File: src/rtl/wdt_pkg.sv
package wdt_pkg;
  localparam int DATA_W     = 32;
  localparam int CNT_W      = 16;
  localparam int PRE_W      = 8;
  localparam int SEL_W      = 2;
  localparam int BASE_LOG2  = 4;

  localparam int OFF_CTRL   = 'h0;
  localparam int OFF_RELOAD = 'h4;
  localparam int OFF_COUNT  = 'h8;

  // bit positions software depends on
  localparam int B_RST_EN   = 0;
  localparam int B_IRQ_FLAG = 1;
  localparam int B_IRQ_EN   = 2;
  localparam int B_SEL_LO   = 3;
  localparam int B_EN       = 5;
  localparam int B_PRE_LO   = 8;

  typedef struct packed {
    logic [PRE_W-1:0] presc;
    logic             en;
    logic [SEL_W-1:0] sel;
    logic             irq_en;
    logic             rst_en;
  } ctrl_t;

  localparam ctrl_t CTRL_RST = '{presc: 8'h80, en: 1'b1, sel: 2'b00,
                                 irq_en: 1'b0, rst_en: 1'b1};
  localparam logic [CNT_W-1:0] RELOAD_RST = 16'h8000;
  localparam logic [CNT_W-1:0] COUNT_RST  = 16'h8000;
endpackage

File: src/rtl/wdt_prescale.sv
module wdt_prescale #(
  parameter int PRE_W     = 8,
  parameter int SEL_W     = 2,
  parameter int BASE_LOG2 = 4
) (
  input  logic             clk_i,
  input  logic             rst_ni,
  input  logic             run_i,
  input  logic [PRE_W-1:0] presc_i,
  input  logic [SEL_W-1:0] sel_i,
  output logic             tick_o
);
  localparam int DIV_W = BASE_LOG2 + (1 << SEL_W) - 1;

  logic [PRE_W-1:0] pre_q;
  logic [DIV_W-1:0] div_q;
  logic [DIV_W:0]   span;
  logic [DIV_W-1:0] div_last;
  logic             pre_tick;

  always_comb begin
    span     = (DIV_W+1)'(1) << (BASE_LOG2 + int'(sel_i));
    div_last = DIV_W'(span - 1'b1);
    pre_tick = run_i && (pre_q == presc_i);
    tick_o   = pre_tick && (div_q == div_last);
  end

  always_ff @(posedge clk_i or negedge rst_ni) begin
    if (!rst_ni) begin
      pre_q <= '0;
      div_q <= '0;
    end else if (!run_i) begin
      pre_q <= '0;
      div_q <= '0;
    end else begin
      pre_q <= pre_tick ? '0 : pre_q + 1'b1;
      if (pre_tick) div_q <= (div_q == div_last) ? '0 : div_q + 1'b1;
    end
  end
endmodule

File: src/rtl/wdt_counter.sv
module wdt_counter #(
  parameter int              CNT_W   = 16,
  parameter logic [CNT_W-1:0] CNT_RST = '0
) (
  input  logic             clk_i,
  input  logic             rst_ni,
  input  logic             load_i,
  input  logic [CNT_W-1:0] load_val_i,
  input  logic             tick_i,
  input  logic [CNT_W-1:0] reload_i,
  output logic [CNT_W-1:0] cnt_o,
  output logic             expire_o
);
  logic [CNT_W-1:0] cnt_q;

  // a keep-alive write wins over a coincident step
  assign expire_o = tick_i && !load_i && (cnt_q == '0);
  assign cnt_o    = cnt_q;

  always_ff @(posedge clk_i or negedge rst_ni) begin
    if (!rst_ni)       cnt_q <= CNT_RST;
    else if (load_i)   cnt_q <= load_val_i;
    else if (expire_o) cnt_q <= reload_i;
    else if (tick_i)   cnt_q <= cnt_q - 1'b1;
  end
endmodule

File: src/rtl/wdt_periph.sv
module wdt_periph
  import wdt_pkg::*;
#(
  parameter int ADDR_W = 4
) (
  input  logic              clk_i,
  input  logic              rst_ni,
  input  logic [ADDR_W-1:0] addr_i,
  input  logic              we_i,
  input  logic [DATA_W-1:0] wdata_i,
  output logic [DATA_W-1:0] rdata_o,
  output logic              rst_req_o,
  output logic              irq_o
);
  ctrl_t            ctrl_q;
  logic [CNT_W-1:0] reload_q;
  logic [CNT_W-1:0] cnt;
  logic             irq_q, rst_q;
  logic             ctrl_wr, reload_wr, cnt_wr;
  logic             tick, expire;

  assign ctrl_wr   = we_i && (addr_i == ADDR_W'(OFF_CTRL));
  assign reload_wr = we_i && (addr_i == ADDR_W'(OFF_RELOAD));
  assign cnt_wr    = we_i && (addr_i == ADDR_W'(OFF_COUNT));

  always_ff @(posedge clk_i or negedge rst_ni) begin
    if (!rst_ni) begin
      ctrl_q   <= CTRL_RST;
      reload_q <= RELOAD_RST;
    end else begin
      if (ctrl_wr) begin
        ctrl_q.presc  <= wdata_i[B_PRE_LO +: PRE_W];
        ctrl_q.en     <= wdata_i[B_EN];
        ctrl_q.sel    <= wdata_i[B_SEL_LO +: SEL_W];
        ctrl_q.irq_en <= wdata_i[B_IRQ_EN];
        ctrl_q.rst_en <= wdata_i[B_RST_EN];
      end
      if (reload_wr) reload_q <= wdata_i[CNT_W-1:0];
    end
  end

  wdt_prescale #(
    .PRE_W(PRE_W), .SEL_W(SEL_W), .BASE_LOG2(BASE_LOG2)
  ) u_pre (
    .clk_i(clk_i), .rst_ni(rst_ni), .run_i(ctrl_q.en),
    .presc_i(ctrl_q.presc), .sel_i(ctrl_q.sel), .tick_o(tick)
  );

  wdt_counter #(
    .CNT_W(CNT_W), .CNT_RST(COUNT_RST)
  ) u_cnt (
    .clk_i(clk_i), .rst_ni(rst_ni), .load_i(cnt_wr),
    .load_val_i(wdata_i[CNT_W-1:0]), .tick_i(tick),
    .reload_i(reload_q), .cnt_o(cnt), .expire_o(expire)
  );

  // set beats clear when both land in one cycle
  always_ff @(posedge clk_i or negedge rst_ni) begin
    if (!rst_ni) begin
      irq_q <= 1'b0;
      rst_q <= 1'b0;
    end else begin
      rst_q <= expire && ctrl_q.rst_en;
      if (expire && ctrl_q.irq_en)             irq_q <= 1'b1;
      else if (ctrl_wr && wdata_i[B_IRQ_FLAG]) irq_q <= 1'b0;
    end
  end

  assign rst_req_o = rst_q;
  assign irq_o     = irq_q;

  always_comb begin
    rdata_o = '0;
    if (addr_i == ADDR_W'(OFF_CTRL)) begin
      rdata_o[B_PRE_LO +: PRE_W] = ctrl_q.presc;
      rdata_o[B_EN]              = ctrl_q.en;
      rdata_o[B_SEL_LO +: SEL_W] = ctrl_q.sel;
      rdata_o[B_IRQ_EN]          = ctrl_q.irq_en;
      rdata_o[B_IRQ_FLAG]        = irq_q;
      rdata_o[B_RST_EN]          = ctrl_q.rst_en;
    end else if (addr_i == ADDR_W'(OFF_RELOAD)) begin
      rdata_o[CNT_W-1:0] = reload_q;
    end else if (addr_i == ADDR_W'(OFF_COUNT)) begin
      rdata_o[CNT_W-1:0] = cnt;
    end
  end
endmodule

File: config.mk
export PLATFORM = sky130hd
export DESIGN_NAME = wdt_periph
export DESIGN_NICKNAME = d
export VERILOG_FILES = /design/src/rtl/wdt_pkg.sv /design/src/rtl/wdt_prescale.sv /design/src/rtl/wdt_counter.sv /design/src/rtl/wdt_periph.sv
export SDC_FILE = /design/constraint.sdc
export NUM_CORES = 1
export LEC_CHECK = 0
export ABC_AREA = 0
export BUFFER_PORTS_ARGS = -buffer_cell sky130_fd_sc_hd__buf_2
export CAP_MARGIN = 15
export CORE_UTILIZATION = 25
export CTS_CLUSTER_DIAMETER = 40
export DETAILED_ROUTE_END_ITERATION = 12
export GPL_ROUTABILITY_DRIVEN = 0
export GPL_TIMING_DRIVEN = 0
export HOLD_SLACK_MARGIN = 0.06
export PLACE_DENSITY_LB_ADDON = 0.2
export SLEW_MARGIN = 20
export SYNTH_ARGS = -nofsm -noshare
export SYNTH_HDL_FRONTEND = slang
export SYNTH_HIERARCHICAL = 1
export SYNTH_SLANG_ARGS = --single-unit
File: constraint.sdc
create_clock -name clk_i -period 8 [get_ports clk_i]
set_clock_uncertainty 0.2 [all_clocks]
set_input_delay 1.2 -clock clk_i [delete_from_list [all_inputs] [get_ports clk_i]]
set_output_delay 1.2 -clock clk_i [all_outputs]
set_load 0.01 [all_outputs]
Word-level counts from Yosys, hierarchy flattened:

Cells that the tools add are included.

* word-level logic and storage cells: 52
* input port bits: 39
* output and inout port bits: 34
* bits in registers: 62

* add/subtract/negate cells: 5
* eq/ne operators: 5
* mux-type cells: 15
* reduce and logical (&&, ||, !) cells: 15
* shifts and indexed selects: 1

Operator list (count)
* two-way mux 16 bit: 5
* << shifter 1 x 32 -> 7 bit (first input constant): 1
* two-way mux 8 bit: 3
* two-way mux 7 bit: 3
* zero test 16 bit: 1
* subtractor 16 x 1 -> 16 bit (second input constant): 1
* logical AND 1 bit: 10
* adder 8 x 1 -> 8 bit (second input constant): 1
* == test 8 bit: 1
* adder 7 x 1 -> 7 bit (second input constant): 1
* == test 7 bit: 1
* subtractor 7 x 1 -> 7 bit (second input constant): 1
* two-way mux 6 bit: 1
* adder 3 x 2 -> 4 bit (first input constant): 1
* == test 4 x 3 -> 1 bit (second input constant): 1
* == test 4 bit (second input constant): 1
* zero test 4 bit: 1
* nonzero test 3 bit: 1
* two-way mux 1 bit: 2
* two-way mux 2 bit: 1
* != test 2 x 1 -> 1 bit (second input constant): 1
* nonzero test 2 bit: 1
* zero test 1 bit: 1

Depth between registers and ports, before layout:

* depth after elaboration: 9
* mapped depth: 12
* gate-level depth less buffers: 11

Cells and area by module:

The synthesis kept the hierarchy.

By module, submodules not included
* wdt_periph: area each 1701.6 sq um, sequential area each 780.7 sq um, times used 1, cells an instance 155
* wdt_counter: area each 1213.7 sq um, sequential area each 401.6 sq um, times used 1, cells an instance 140
* wdt_prescale: area each 887.1 sq um, sequential area each 375.4 sq um, times used 1, cells an instance 93

Worst setup path before layout:

No wires, ideal clock.

* path kind: input to output
* start: input port addr_i[1]
* end: output port rdata_o[3]
* stages: 5
* path buffers: 2
* path slack: 4.433 ns
* required time: 6.600 ns
* arrival time: 2.167 ns
* cells stage by stage: or4_1 -> clkbuf_1 -> buf_2 -> nor2_1 -> a21oi_1

* longest elaborated chain between the ends: 4
* elaborated cells on any way between the ends: 6
* those cells by class: eq/ne: 2; mux: 3; reduce/logical: 1

Ends and longest elaborated chain
* start: declaration: line wdt_periph.sv:8 `input logic [ADDR_W-1:0] addr_i,`
* == test 4 bit: line wdt_periph.sv:83 `end else if (addr_i == ADDR_W'(OFF_COUNT)) begin`
* two-way mux 16 bit: line wdt_periph.sv:83
* two-way mux 16 bit: line wdt_periph.sv:81 `end else if (addr_i == ADDR_W'(OFF_RELOAD)) begin`
* two-way mux 6 bit (*): line wdt_periph.sv:74 `if (addr_i == ADDR_W'(OFF_CTRL)) begin`
* end: declaration: line wdt_periph.sv:11 `output logic [DATA_W-1:0] rdata_o,`

Every way passes the cells marked *; elsewhere a longest branch is shown, timed or not.

Worst setup path in the final report:

* start: input port addr_i[1]
* end: output port rdata_o[9]

* longest elaborated chain between the ends: 4
* elaborated cells on any way between the ends: 6
* those cells by class: eq/ne: 2; mux: 3; reduce/logical: 1

Ends and longest elaborated chain (line)
* == test 4 bit: wdt_periph.sv:83
* two-way mux 16 bit: wdt_periph.sv:83
* two-way mux 16 bit: wdt_periph.sv:81
* two-way mux 8 bit (*): wdt_periph.sv:74

Marked as above.

==> impl_metrics.ini <==
[cells_and_area]
diodes = 0
layout_common_cells = dfrtp_1, buf_2, nand2_1, o21ai_0, nor2_1
final_common_cell = dfrtp_1
synthToLayoutAreaGrowth_pct = 20.8
drive_above_1_share = 0.276
fin_area_um2 = 4590
nNetsFinal = 498

[synthesis]
synthArstFlopShare = 1.00
ys_seq_area_frac = 0.410
ys_ff_latch = 62
synth_area_um2 = 3800
synth_warnings = 6
syn-mean-instance-area_um2 = 9.80
ys_types = 55
ys.flop_type = dfrtp_1
synth_edf_count = 0
netlist_instances = 388

[cts]
cts_buffers = 9
cts_sinks = 62
clk_latency_ns = 0.33
cts-root-buf = clkbuf_16
tritoncts = done
post_cts_buffers = 0
post_cts_resized = 0
htree_levels = 3
clk_pin_slew_ns = 0.05
cts_hold_buf = 0
clk_path_buf_depth = 2

[timing]
finalSetupViolations = 0
maxClockFrequency_mhz = 235
tns_ns = 0
finalCritPeriodShare = 0.531
worst-slew-pin-transition_ns = 0.658
fin_crit_ns = 4.25
maxSlewHeadroom = 0.560
maxSlewViolCount = 0
grt_setup_unrepaired = no
finalHoldViolCount = 0
holdWs_ns = 0.322

[pwr]
leakage_uw = 0.00207
ir_worst_vdd_uv = 81.2
power_density_nw_per_um2 = 225

[die]
initial_core_util = 0.259
core_area_um2 = 14700
die_y_um = 125
dieArea_um2 = 15700
die_w_um = 125
rows = 44
num_io_pins = 73

[route]
initialDrtViolationCount = 147
drc = 0
drt_first_pass_iters = 6
wl_met2_um = 4890
antenna_left = 0
vias = 3062
wl_met3_um = 361
wl_per_cell_um = 16.1
wl_met1_um = 4980
highest_layer = met4
finalWirelength_um = 10400
vias_per_cell = 4.75

[setup_path]
critPathRequiredTime_ns = 6.60
crit_fanout = 10
cp-start-kind = input port
crit_path_end_kind = output pin
path_class = in -> out
arrival_ns = 2.85

[placed_design]
placed_area_um2 = 4320
portBuffers = 40
dp_hpwl_um = 7400

[global_route]
grt_antenna_before_repair = 0
track_usage = 0.140
grt_max_degree = 45
grt_pass1_vias = 2970
grt_pass1_wl_um = 16800
gr-total-overflow = 0

[worst_hold_path]
worstHoldPathType = reg -> reg

[run]
drv_cap = 0

[status]
outcome = complete, no violations
worst max-delay path, stage by stage:
cell      delay (ns)
buf_2           0.13
nor3_4          0.41
clkbuf_1        0.46
o21ai_0         0.17
a21oi_1         0.28
buf_2           0.19
cell families (layout without fill, tap and decap cells):
logic type | after synthesis | count (layout) | synth area share
flip-flops | 62 | 62 | 0.410
other | 1 | 16 | 0.000986
AND/OR/NAND/NOR | 130 | 130 | 0.192
buffers and inverters | 39 | 96 | 0.0688
XOR/XNOR | 26 | 26 | 0.0599
AO/OA/AOI/OAI | 87 | 87 | 0.134
adder cells (fa/ha/maj) | 4 | 4 | 0.0132
multiplexers | 39 | 39 | 0.122
power breakdown:
| group | total [µW] | internal [µW] | switching (µW) |
|---|---|---|---|
| Combinational | 227 | 116 | 111 |
| Clock | 360 | 226 | 134 |
| Sequential | 447 | 374 | 73.0 |
| Total | 1030 | 716 | 318 |
synthesized netlist by cell type, drive strengths merged (7+ instances only):
master / count / share of area
nand3: 9 / 0.015
xor2: 9 / 0.021
mux2i: 10 / 0.026
buf: 26 / 0.055
dfrtp: 57 / 0.38
nor3b: 9 / 0.018
a22oi: 8 / 0.016
a21oi: 25 / 0.033
xnor2: 17 / 0.039
nor2: 33 / 0.033
nand2: 34 / 0.034
mux2: 29 / 0.096
nor3: 7 / 0.015
o21ai: 40 / 0.054
nand4: 9 / 0.016
clkbuf: 7 / 0.0069
final timing paths:
kind                                               to                        from  slack [ns]  depth (start not counted)
hold reg to reg              reload_q[11]$_DFFE_PN0P_    reload_q[11]$_DFFE_PN0P_        0.32                          1
setup / recovery                           rdata_o[9]                   addr_i[1]        3.75                          6
setup reg to reg           u_cnt/cnt_o[2]$_DFFE_PN0P_  u_pre/div_q[5]$_DFFE_PN0P_        4.68                         12
min in group asynchronous       ctrl_q[1]$_DFFE_PN0P_                      rst_ni        0.55                          1
max in group asynchronous      ctrl_q[12]$_DFFE_PN1P_                      rst_ni        6.47                          2
hold / removal               reload_q[11]$_DFFE_PN0P_    reload_q[11]$_DFFE_PN0P_        0.32                          1
metrics by stage:
stage | utilization | setup slack [ns] | cells | power (µW)
floorplan | - | 4.43 | 403 | 604
global placement | 0.292 | 3.76 | 627 | 674
detailed placement | 0.294 | 3.77 | 628 | 682
CTS | 0.312 | 3.77 | 644 | 1050
global route | 0.312 | 3.61 | 644 | 1100
finish | 0.312 | 3.75 | 644 | 1030
metal layers:
layer,vias up,track usage
li1,1499,-
met1,1493,0.189
met2,59,0.223
met3,11,0.0257
met4,0,0.0509
met5,-,0
state kept, by name, indices dropped and copies added (netlist names):
name	count
u_pre/div_q	7
ctrl_q	13
reload_q	16
u_pre/pre_q	8
rst_req_o	1
irq_o	1
u_cnt/cnt_o	16
area by class of cell:
| cell class | instances | area, µm² |
|---|---|---|
| Multi-Input combinational cell | 302 | 2040 |
| Clock buffer | 15 | 268 |
| Timing Repair Buffer | 41 | 230 |
| Clock inverter | 1 | 5.00 |
| Fill cell | 1522 | 10100 |
| Inverter | 6 | 25.0 |
| Tap cell | 184 | 230 |
| Sequential cell | 62 | 1560 |
| Buffer | 33 | 236 |
Note: power is estimated with default switching activity, not from simulation.
